$ cat src/rtl/pkt_filter_pkg.sv
package pkt_filter_pkg;

  localparam int WORD_W = 32;
  localparam int OPC_W  = 8;
  localparam logic [WORD_W-1:0] CRC_POLY = 32'h04C11DB7;
  localparam logic [WORD_W-1:0] CRC_SEED = 32'hFFFF_FFFF;

  typedef enum logic [1:0] {
    FLT_NONE   = 2'd0,
    FLT_OPCODE = 2'd1,
    FLT_LENGTH = 2'd2,
    FLT_CRC    = 2'd3
  } fault_code_e;

  typedef enum logic [1:0] {
    ST_IDLE    = 2'd0,
    ST_COLLECT = 2'd1,
    ST_SEND    = 2'd2
  } filt_state_e;

  // Required total word count per opcode; zero marks an unknown opcode.
  function automatic logic [7:0] op_len(input logic [OPC_W-1:0] opc);
    case (opc)
      8'h10:   return 8'd2;
      8'h21:   return 8'd4;
      8'h32:   return 8'd8;
      8'h4F:   return 8'd16;
      default: return 8'd0;
    endcase
  endfunction

endpackage

$ cat src/rtl/pkt_crc_acc.sv
module pkt_crc_acc
  import pkt_filter_pkg::*;
(
  input  logic              clk,
  input  logic              rst_n,
  input  logic              load,
  input  logic              step,
  input  logic [WORD_W-1:0] data,
  output logic [WORD_W-1:0] crc
);

  logic [WORD_W-1:0] crc_q, crc_d, base;
  logic              crc_en;

  function automatic logic [WORD_W-1:0] crc_fold(input logic [WORD_W-1:0] c,
                                                 input logic [WORD_W-1:0] w);
    logic [WORD_W-1:0] r;
    logic              fb;
    r = c;
    for (int i = WORD_W - 1; i >= 0; i--) begin
      fb = r[WORD_W-1] ^ w[i];
      r  = {r[WORD_W-2:0], 1'b0} ^ (fb ? CRC_POLY : '0);
    end
    return r;
  endfunction

  assign crc_en = load | step;

  always_comb begin
    base  = load ? CRC_SEED : crc_q;
    crc_d = crc_fold(base, data);
  end

  always_ff @(posedge clk or negedge rst_n) begin
    if (!rst_n)      crc_q <= CRC_SEED;
    else if (crc_en) crc_q <= crc_d;
  end

  assign crc = crc_q;

endmodule

$ cat src/rtl/pkt_frame_store.sv
module pkt_frame_store
  import pkt_filter_pkg::*;
#(
  parameter int DEPTH = 16,
  localparam int IDX_W = $clog2(DEPTH)
)(
  input  logic              clk,
  input  logic              wr_en,
  input  logic [IDX_W-1:0]  wr_idx,
  input  logic [WORD_W-1:0] wr_data,
  input  logic [IDX_W-1:0]  rd_idx,
  output logic [WORD_W-1:0] rd_data
);

  logic [WORD_W-1:0] mem [DEPTH];

  always_ff @(posedge clk) begin
    if (wr_en) mem[wr_idx] <= wr_data;
  end

  assign rd_data = mem[rd_idx];

endmodule

$ cat src/rtl/pkt_verdict.sv
module pkt_verdict
  import pkt_filter_pkg::*;
#(
  parameter int CNT_W = 5
)(
  input  logic [OPC_W-1:0]  opcode,
  input  logic [CNT_W-1:0]  total_cnt,
  input  logic [WORD_W-1:0] crc_word,
  input  logic [WORD_W-1:0] crc_calc,
  output logic              pass,
  output fault_code_e       code
);

  logic [7:0] exp_len;
  logic       opc_ok, len_ok, crc_ok;

  assign exp_len = op_len(opcode);
  assign opc_ok  = (exp_len != 8'd0);
  assign len_ok  = (int'(total_cnt) == int'(exp_len));
  assign crc_ok  = (crc_word == crc_calc);

  // Priority: opcode, then length, then CRC.
  always_comb begin
    if (!opc_ok)      code = FLT_OPCODE;
    else if (!len_ok) code = FLT_LENGTH;
    else if (!crc_ok) code = FLT_CRC;
    else              code = FLT_NONE;
  end

  assign pass = (code == FLT_NONE);

endmodule

$ cat src/rtl/pkt_ingress_filter.sv
module pkt_ingress_filter
  import pkt_filter_pkg::*;
#(
  parameter int                MAX_WORDS = 16,
  parameter int                SRC_W     = 8,
  parameter logic [SRC_W-1:0]  SRC_ID    = 'h3C
)(
  input  logic              clk,
  input  logic              rst_n,
  input  logic              in_valid,
  output logic              in_ready,
  input  logic [WORD_W-1:0] in_data,
  input  logic              in_sop,
  input  logic              in_eop,
  output logic              out_valid,
  input  logic              out_ready,
  output logic [WORD_W-1:0] out_data,
  output logic              out_sop,
  output logic              out_eop,
  output logic              fault_valid,
  output logic [1:0]        fault_code,
  output logic [SRC_W-1:0]  fault_src,
  output logic [WORD_W-1:0] fault_hdr
);

  localparam int IDX_W   = $clog2(MAX_WORDS);
  localparam int CNT_W   = $clog2(MAX_WORDS + 2);
  localparam int CNT_MAX = (1 << CNT_W) - 1;

  filt_state_e       state_q, state_d;
  logic [CNT_W-1:0]  wr_cnt_q, wr_cnt_d;
  logic [CNT_W-1:0]  send_len_q, send_len_d;
  logic [IDX_W-1:0]  rd_idx_q, rd_idx_d;
  logic [WORD_W-1:0] hdr_q;
  logic              flt_valid_q, flt_valid_d;
  fault_code_e       flt_code_q, flt_code_d;

  logic              accept, start_w, cont_w, take_w, close_w, grow_w;
  logic [CNT_W-1:0]  word_pos, total_cnt;
  logic [WORD_W-1:0] crc_run, crc_ref, rd_word;
  logic [OPC_W-1:0]  cur_opc;
  logic              chk_pass, store_en, last_out, hdr_en, code_en;
  fault_code_e       chk_code;

  // ---------------- input acceptance ----------------
  assign in_ready  = (state_q != ST_SEND);
  assign accept    = in_valid & in_ready;
  assign start_w   = accept & in_sop;
  assign cont_w    = accept & ~in_sop & (state_q == ST_COLLECT);
  assign take_w    = start_w | cont_w;
  assign close_w   = take_w & in_eop;
  assign grow_w    = take_w & ~in_eop;

  assign word_pos  = start_w ? '0 : wr_cnt_q;
  assign total_cnt = (word_pos == CNT_W'(CNT_MAX)) ? word_pos : word_pos + CNT_W'(1);
  assign store_en  = take_w & (int'(word_pos) < MAX_WORDS);
  assign crc_ref   = start_w ? CRC_SEED : crc_run;
  assign cur_opc   = start_w ? in_data[OPC_W-1:0] : hdr_q[OPC_W-1:0];
  assign hdr_en    = start_w;
  assign code_en   = close_w;

  pkt_crc_acc u_crc (
    .clk   (clk),
    .rst_n (rst_n),
    .load  (start_w),
    .step  (cont_w),
    .data  (in_data),
    .crc   (crc_run)
  );

  pkt_frame_store #(.DEPTH(MAX_WORDS)) u_store (
    .clk     (clk),
    .wr_en   (store_en),
    .wr_idx  (word_pos[IDX_W-1:0]),
    .wr_data (in_data),
    .rd_idx  (rd_idx_q),
    .rd_data (rd_word)
  );

  pkt_verdict #(.CNT_W(CNT_W)) u_verdict (
    .opcode    (cur_opc),
    .total_cnt (total_cnt),
    .crc_word  (in_data),
    .crc_calc  (crc_ref),
    .pass      (chk_pass),
    .code      (chk_code)
  );

  assign last_out = (CNT_W'(rd_idx_q) == send_len_q - CNT_W'(1));

  // ---------------- next state ----------------
  always_comb begin
    state_d     = state_q;
    wr_cnt_d    = wr_cnt_q;
    send_len_d  = send_len_q;
    rd_idx_d    = rd_idx_q;
    flt_valid_d = 1'b0;
    flt_code_d  = chk_code;
    unique case (state_q)
      ST_IDLE, ST_COLLECT: begin
        if (close_w) begin
          wr_cnt_d = '0;
          if (chk_pass) begin
            state_d    = ST_SEND;
            send_len_d = total_cnt;
            rd_idx_d   = '0;
          end else begin
            state_d     = ST_IDLE;
            flt_valid_d = 1'b1;
          end
        end else if (grow_w) begin
          state_d  = ST_COLLECT;
          wr_cnt_d = total_cnt;
        end
      end
      ST_SEND: begin
        if (out_ready) begin
          if (last_out) state_d  = ST_IDLE;
          else          rd_idx_d = rd_idx_q + IDX_W'(1);
        end
      end
      default: state_d = ST_IDLE;
    endcase
  end

  // ---------------- registers ----------------
  always_ff @(posedge clk or negedge rst_n) begin
    if (!rst_n) begin
      state_q     <= ST_IDLE;
      wr_cnt_q    <= '0;
      send_len_q  <= '0;
      rd_idx_q    <= '0;
      flt_valid_q <= 1'b0;
    end else begin
      state_q     <= state_d;
      wr_cnt_q    <= wr_cnt_d;
      send_len_q  <= send_len_d;
      rd_idx_q    <= rd_idx_d;
      flt_valid_q <= flt_valid_d;
    end
  end

  always_ff @(posedge clk or negedge rst_n) begin
    if (!rst_n) begin
      hdr_q      <= '0;
      flt_code_q <= FLT_NONE;
    end else begin
      if (hdr_en)  hdr_q      <= in_data;
      if (code_en) flt_code_q <= flt_code_d;
    end
  end

  // ---------------- outputs ----------------
  assign out_valid   = (state_q == ST_SEND);
  assign out_data    = rd_word;
  assign out_sop     = (rd_idx_q == '0);
  assign out_eop     = last_out;
  assign fault_valid = flt_valid_q;
  assign fault_code  = flt_code_q;
  assign fault_src   = SRC_ID;
  assign fault_hdr   = hdr_q;

endmodule

$ cat config.mk
export PLATFORM = sky130hd
export DESIGN_NAME = pkt_ingress_filter
export DESIGN_NICKNAME = d
export VERILOG_FILES = /design/src/rtl/pkt_filter_pkg.sv /design/src/rtl/pkt_crc_acc.sv /design/src/rtl/pkt_frame_store.sv /design/src/rtl/pkt_verdict.sv /design/src/rtl/pkt_ingress_filter.sv
export SDC_FILE = /design/constraint.sdc
export NUM_CORES = 1
export LEC_CHECK = 0
export ABC_CLOCK_PERIOD_IN_PS = 11800
export BUFFER_PORTS_ARGS = -buffer_cell sky130_fd_sc_hd__buf_4
export CAP_MARGIN = 5
export CORE_ASPECT_RATIO = 1.5
export CORE_MARGIN = 3
export CORE_UTILIZATION = 48
export CTS_CLUSTER_DIAMETER = 80
export DETAILED_ROUTE_END_ITERATION = 8
export HOLD_SLACK_MARGIN = 0.12
export PLACE_DENSITY = 0.65
export SYNTH_ARGS = -nofsm -noshare
export SYNTH_HDL_FRONTEND = slang
export SYNTH_SLANG_ARGS = --single-unit
$ cat constraint.sdc
create_clock -name clk -period 11.8 [get_ports clk]
set_input_delay 1.18 -clock clk [delete_from_list [all_inputs] [get_ports clk]]
set_output_delay 1.18 -clock clk [all_outputs]
set_load 0.02 [all_outputs]
==> impl_metrics.env, run 1 <==
export IMPL_status="finished, final reports clean"
export IMPL_clkLatencyLatePin_ns=0.59
export IMPL_setup_violations_final=0
export IMPL_ys_flop_type="edfxtp_1"
export IMPL_drc=0
export IMPL_cts_tree="yes"
export IMPL_grt_pass1_wl_um=93200
export IMPL_grt_total_usage_pct=21.6
export IMPL_reg2regPathDepth=11
export IMPL_grt_max_degree=91
export IMPL_die_h_um=297
export IMPL_ys_warn_count=0
export IMPL_antenna_found_initial=0
export IMPL_finish_instance_area_mm2=0.0303
export IMPL_synth_edf_count=512
export IMPL_clock_sinks=595
export IMPL_slew_viol_final=0
export IMPL_ant_nets=0
export IMPL_cp_endpoint="send_len_q[4]"
export IMPL_max_clock_freq_ghz=0.193
export IMPL_cts_made_buffers=53
export IMPL_drt_iter0_markers=1051
export IMPL_hold_path_class="in -> async"
export IMPL_root_buffer="clkbuf_16"
export IMPL_grt_setup_unrepaired="false"
export IMPL_start_util_pct=49.0
export IMPL_period_needed_ns=5.18
export IMPL_core_mm2=0.0552
export IMPL_dr_pass1_iters=5
export IMPL_cp_required_ns=12.26
export IMPL_overflow=0
export IMPL_synth_yosys_seq_area_share_pct=64.8
export IMPL_worstPathMaxFanout=40
export IMPL_port_buffers=108
export IMPL_fin_nets=1654
export IMPL_nFillCells=4268
export IMPL_io_pins=117
export IMPL_drive_gt1_share_pct=29.9
export IMPL_synth_cells=1489
export IMPL_worst_slack_ns=6.62
export IMPL_cts_resized=0
export IMPL_synthArstFlopShare_pct=13.9
export IMPL_netlist_area_mm2=0.0270
export IMPL_vias=13495
export IMPL_gp_congestion=0.924
export IMPL_tightest_slew_ns=1.05
export IMPL_r2r_slack_ns=6.77
export IMPL_die_area_mm2=0.0592
export IMPL_fin_tns_setup_ns=0
export IMPL_end_kind="flip-flop"
export IMPL_r2r_end="send_len_q[4]"
export IMPL_finalHoldViolCount=0
export IMPL_avgSynthCellArea_um2=18.1
export IMPL_cp_startpoint="in_valid"
export IMPL_yosys_register_bits=595
export IMPL_place_ws_ns=6.07
export IMPL_place_area_mm2=0.0287
export IMPL_skew_ns=0.0201
export IMPL_cts_clk_slew_worst_paths_ns=0.06
export IMPL_min_period_over_period_pct=43.9
export IMPL_slew_headroom_pct=30.2
export IMPL_die_x_um=200
export IMPL_postCtsSetupRepairBufs=0
export IMPL_critPathLaunchType="input pin"
export IMPL_r2r_start="state_q[1]"
export IMPL_arrival_ns=5.64
export IMPL_vias_per_cell=5.76
export IMPL_ys_types=58
export IMPL_syn2layout_area_growth_pct=12.2
export IMPL_routed_wl_um=62900
export IMPL_max_cap_violations=0
export IMPL_critical_path_class="in -> reg"
export IMPL_wl_per_cell_um=26.8
export IMPL_grt_pass1_vias=14209
export IMPL_clock_path_buffers=3
export IMPL_h_tree_depth=2
export IMPL_num_rows=105
export IMPL_hpwl_um=38100
export IMPL_postCtsHoldBufs=0
[cell usage in the layout, fill, tap and decap left out, drive strengths merged, types with 5 or more instances in the layout]
cell / instances
o21ai: 39
conb: 8
buf: 133
nor3: 12
mux4: 160
ha: 9
dfstp: 32
mux2i: 6
nor4: 7
xor3: 5
xor2: 53
a21oi: 34
mux2: 7
xnor3: 41
clkinv: 16
nand2: 149
nor3b: 5
nor2: 45
xnor2: 170
clkbuf: 72
a31oi: 6
edfxtp: 512
nand4: 8
dfrtp: 51
inv: 27
[worst min path at each step]
stage / end / cells past startpoint
final: fault_valid / 1
after global routing: fault_valid / 1
after CTS: fault_valid / 1
after detailed placement: fault_hdr[13] / 2
after global placement: fault_hdr[15] / 2
after floorplan: u_crc.crc[11] / 2
[worst max-delay path: stages]
cell and delay (ns):
buf_4 0.10, and2_4 0.45, and2_2 0.46, buf_4 0.47, mux2i_1 0.28, inv_1 0.09, nor4_1 0.38, nor4b_1 0.46
xor2_1 0.20, nand4_1 0.21, nor4b_2 0.85, mux2_2 0.42
[state kept, by name, indices dropped and copies added, names as in the netlist]
register	flops
u_store.mem	512
fault_hdr	32
u_crc.crc	32
send_len_q	5
wr_cnt_q	5
rd_idx_q	4
fault_code	2
state_q	2
fault_valid	1
[final cells by class]
class	instances	area, µm²	share of cell area [%]
clock inverter	24	200	0.661
tap	695	870	2.87
timing repair buffer	133	1010	3.34
sequential	595	17500	57.8
antenna	1	2.50	0.00826
clock buffer	72	1440	4.74
inverter	24	90.1	0.297
multi-input combinational	800	9190	30.3
[cells in the mapped netlist (5+ instances only)]
library cell | n | share of area [%]
buf_1 | 19 | 0.26
dfstp_2 | 32 | 3.1
nor4_1 | 7 | 0.16
a31oi_1 | 6 | 0.14
xnor3_2 | 11 | 0.97
nor3_1 | 12 | 0.22
a21oi_4 | 6 | 0.36
xnor3_1 | 30 | 2.5
o21ai_0 | 29 | 0.54
xnor2_2 | 15 | 0.90
mux2_2 | 7 | 0.29
mux4_2 | 160 | 13
xor3_1 | 5 | 0.44
dfrtp_1 | 51 | 4.7
o21ai_1 | 10 | 0.19
mux2i_1 | 6 | 0.22
xor2_1 | 49 | 1.6
nor2_1 | 45 | 0.63
ha_1 | 9 | 0.42
a21oi_2 | 6 | 0.19
nor3b_1 | 5 | 0.14
xnor2_1 | 138 | 4.5
clkbuf_1 | 40 | 0.56
edfxtp_1 | 512 | 57
a21oi_1 | 22 | 0.41
inv_1 | 24 | 0.33
xnor2_4 | 17 | 1.7
buf_4 | 9 | 0.25
nand4_1 | 8 | 0.19
nand2_1 | 149 | 2.1
[kinds of logic (layout without fill, tap and decap cells)]
logic type | count (synthesis) | in the layout | share of synthesized area [%]
mux | 173 | 173 | 13.9
simple gates | 241 | 241 | 3.84
compound gates | 100 | 100 | 2.43
buf+inv | 100 | 253 | 1.74
other cells | 2 | 9 | 0.0278
fa+ha+maj | 9 | 9 | 0.417
xor+xnor | 269 | 269 | 12.9
flops | 595 | 595 | 64.8
[routing by layer]
metal / vias up / GRT usage (%) / routed length, µm
met4: 0 / 9.04 / 2860
li1: 5928 / - / -
met3: 120 / 2.54 / 2720
met5: - / 0 / 0
met1: 7051 / 28.3 / 24800
met2: 396 / 37.0 / 32500
[metrics by stage]
step	std cells	utilization, %	hold WS, ns
finish	2344	54.9	0.455
global route	2343	54.9	0.453
CTS	2343	54.9	0.437
detailed placement	2247	51.9	0.464
global placement	2247	51.9	0.463
floorplan	1495	-	0.442
Power of run 1 is not shown: default switching activity piles up to over one toggle a cycle in this logic, so the estimate is an artifact.
==> inputs of run 2 (changes only) <==
Settings changed: ABC_AREA set to 1, ABC_CLOCK_PERIOD_IN_PS 11800 to 4900.
Clock period 11.8 ns to 4.9 ns, I/O delays scaled along.
==> run 2 against run 1 <==
Against the previous run: worst hold slack worse by 0.27 ns; sequential share of layout area shrank 4.3 points; critical path depth rose by 13; clock skew fell by 0.0044 ns; flip-flop and latch count unchanged; count of clock-buffer cells in the layout unchanged; non-clock buffer count grew 62; first-iteration DRC count increased by 71%; synthesized cell count grew 92%; wire length up 57%; synthesized area is 6.7% higher.
==> impl_metrics.env, run 2 <==
export IMPL_h_tree_depth=2
export IMPL_ys_flop_type="edfxtp_1"
export IMPL_ys_types=57
export IMPL_die_x_um=206
export IMPL_critPathLaunchType="flip-flop"
export IMPL_root_buffer="clkbuf_16"
export IMPL_layout_common_cells="nand2_1, edfxtp_1, o21ai_0, nor2_1, nand3_1"
export IMPL_yosys_register_bits=595
export IMPL_max_cap_violations=0
export IMPL_vias_per_cell=5.79
export IMPL_min_period_over_period_pct=92.1
export IMPL_grt_max_degree=206
export IMPL_postCtsSetupRepairBufs=0
export IMPL_nFillCells=5138
export IMPL_gp_congestion=0.972
export IMPL_grt_pass1_vias=22265
export IMPL_period_needed_ns=4.52
export IMPL_wl_per_cell_um=25.9
export IMPL_critical_path_class="reg -> reg"
export IMPL_yosysMostFrequentCell="nand2_1"
export IMPL_hold_path_class="in -> reg"
export IMPL_setup_violations_final=0
export IMPL_avgSynthCellArea_um2=10.1
export IMPL_vias=22038
export IMPL_synthTopCellsByCount="nand2_1, edfxtp_1, nor2_1, o21ai_0, nand3_1"
export IMPL_synth_edf_count=512
export IMPL_grt_total_usage_pct=31.1
export IMPL_max_clock_freq_ghz=0.221
export IMPL_top_register="u_store.mem"
export IMPL_finalHoldViolCount=0
export IMPL_cp_required_ns=5.40
export IMPL_routed_wl_um=98600
export IMPL_dr_pass1_iters=6
export IMPL_synth_top_area_cell="edfxtp_1"
export IMPL_clock_sinks=595
export IMPL_slew_viol_final=0
export IMPL_hpwl_um=68000
export IMPL_fin_nets=3031
export IMPL_worstPathMaxFanout=47
export IMPL_status="finished, final reports clean"
export IMPL_cts_tree="yes"
export IMPL_arrival_ns=5.02
export IMPL_yosysTopAreaCellShare_pct=53.3
export IMPL_start_util_pct=48.7
export IMPL_cts_made_buffers=55
export IMPL_layout_commonest_cell="nand2_1"
export IMPL_die_area_mm2=0.0631
export IMPL_drive_gt1_share_pct=16.7
export IMPL_grt_pass1_wl_um=143000
export IMPL_synthArstFlopShare_pct=13.9
export IMPL_tightest_slew_ns=0.988
export IMPL_ys_warn_count=0
export IMPL_io_pins=117
export IMPL_overflow=0
export IMPL_port_buffers=108
export IMPL_skew_ns=0.0157
export IMPL_clkLatencyLatePin_ns=0.62
export IMPL_drc=0
export IMPL_antennaDiodeCount=0
export IMPL_synth_cells=2859
export IMPL_utilization_pct=55.3
export IMPL_drt_iter0_markers=1798
export IMPL_largest_reg_flops=512
export IMPL_end_kind="flip-flop"
export IMPL_num_rows=109
export IMPL_synth_area_top_cells="edfxtp_1, nand2_1, o21ai_0"
export IMPL_grt_setup_unrepaired="false"
export IMPL_hold_slack_ns=0.185
export IMPL_syn2layout_area_growth_pct=13.5
export IMPL_synth_yosys_seq_area_share_pct=60.7
export IMPL_cts_clk_slew_worst_paths_ns=0.06
export IMPL_clock_path_buffers=3
export IMPL_ant_nets=0
export IMPL_netlist_area_mm2=0.0288
export IMPL_core_mm2=0.0592
export IMPL_antenna_found_initial=2
export IMPL_slew_headroom_pct=34.1
export IMPL_die_h_um=306
-- run 2: cell types whose count changed in the layout (fill, tap and decap cells not counted), sizes merged, moves of 24 or more --
cell and delta:
buf +61, nand3 +232, mux4 -160, xor2 +45, o22ai +90, o221ai +43
inv +138, xnor3 -41, a21oi -24, nor2 +277, xnor2 -144, nand2 +589
o21ai +274
-- run 2: area by class of cell --
| class | count | area (µm²) | area share, % |
|---|---|---|---|
| clock inverter | 28 | 314 | 0.960 |
| sequential | 595 | 17500 | 53.5 |
| tap | 777 | 972 | 2.97 |
| clock buffer | 72 | 1470 | 4.50 |
| multi-input combinational | 1971 | 10300 | 31.4 |
| inverter | 166 | 634 | 1.94 |
| timing repair buffer | 195 | 1570 | 4.79 |
-- run 2: metrics by stage --
step / cell area (µm²) / setup TNS [ns] / setup WS (ns) / std cells
after floorplan: 28800 / 0 / 1.24 / 2865
after global placement: 30900 / -0.0920 / -0.0920 / 3703
after detailed placement: 30900 / 0 / 0.0408 / 3703
after CTS: 32700 / 0 / 0.179 / 3804
after global routing: 32700 / 0 / 0.127 / 3804
final: 32700 / 0 / 0.385 / 3804
-- run 2: path summary, 6_finish.rpt --
kind	start	end	slack (ns)	depth (start not counted)
worst max register to register	state_q[0]	u_crc.crc[29]	0.38	25
worst min register to register	u_crc.crc[9]	u_crc.crc[9]	0.46	2
min in group asynchronous	rst_n	fault_hdr[9]	0.31	2
worst min-delay path	out_ready	state_q[1]	0.19	3
max in group asynchronous	rst_n	rd_idx_q[0]	3.21	3
worst max-delay path	state_q[0]	u_crc.crc[29]	0.38	25
-- run 2: kinds of logic after synthesis --
family	after synthesis	synth area share, %
and+or+nand+nor	1335	20.7
buffers and inverters	299	4.31
muxes	1	0.0391
adders and majority gates	9	0.391
xor gates and xnor gates	124	3.92
DFF	595	60.7
other	2	0.0261
AOI/OAI and AO/OA	494	9.91
-- run 2: worst max-delay path: stages, from the launching register on --
cell     delay, ns
dfrtp_1       0.42
inv_2         0.09
nand2_4       0.09
nand2_8       0.27
nand2_1       0.12
nand2_1       0.10
nand2_1       0.16
nand2_1       0.17
nand2_4       0.14
nand2_1       0.11
nand2_1       0.05
nand2_1       0.06
nand2_2       0.23
inv_2         0.29
nand2_1       0.11
nand2_2       0.15
nand2_1       0.12
nand2_1       0.08
nand2_1       0.07
nand2_2       0.27
inv_2         0.09
nand2_1       0.12
nand2_2       0.10
xor2_1        0.25
or2_0         0.48
a22oi_1       0.18
-- run 2: timing repair --
| action | in CTS | in global routing |
|---|---|---|
| resized for setup | 0 | 2 |
| hold buffers | 1 | 0 |
| endpoints found under the setup margin | 0 | 5 |
| hold endpoints to repair | 14 | 0 |
-- run 2: metal layers --
layer  global-route usage (%)  share of wire [%]  vias up
met5                        0                  0        -
met4                     22.1                8.4        0
met3                     3.27                5.0      297
met2                     55.7                 52      810
met1                     34.0                 34    10807
li1                         -                  -    10124
Power of run 2 is left out for the same reason.
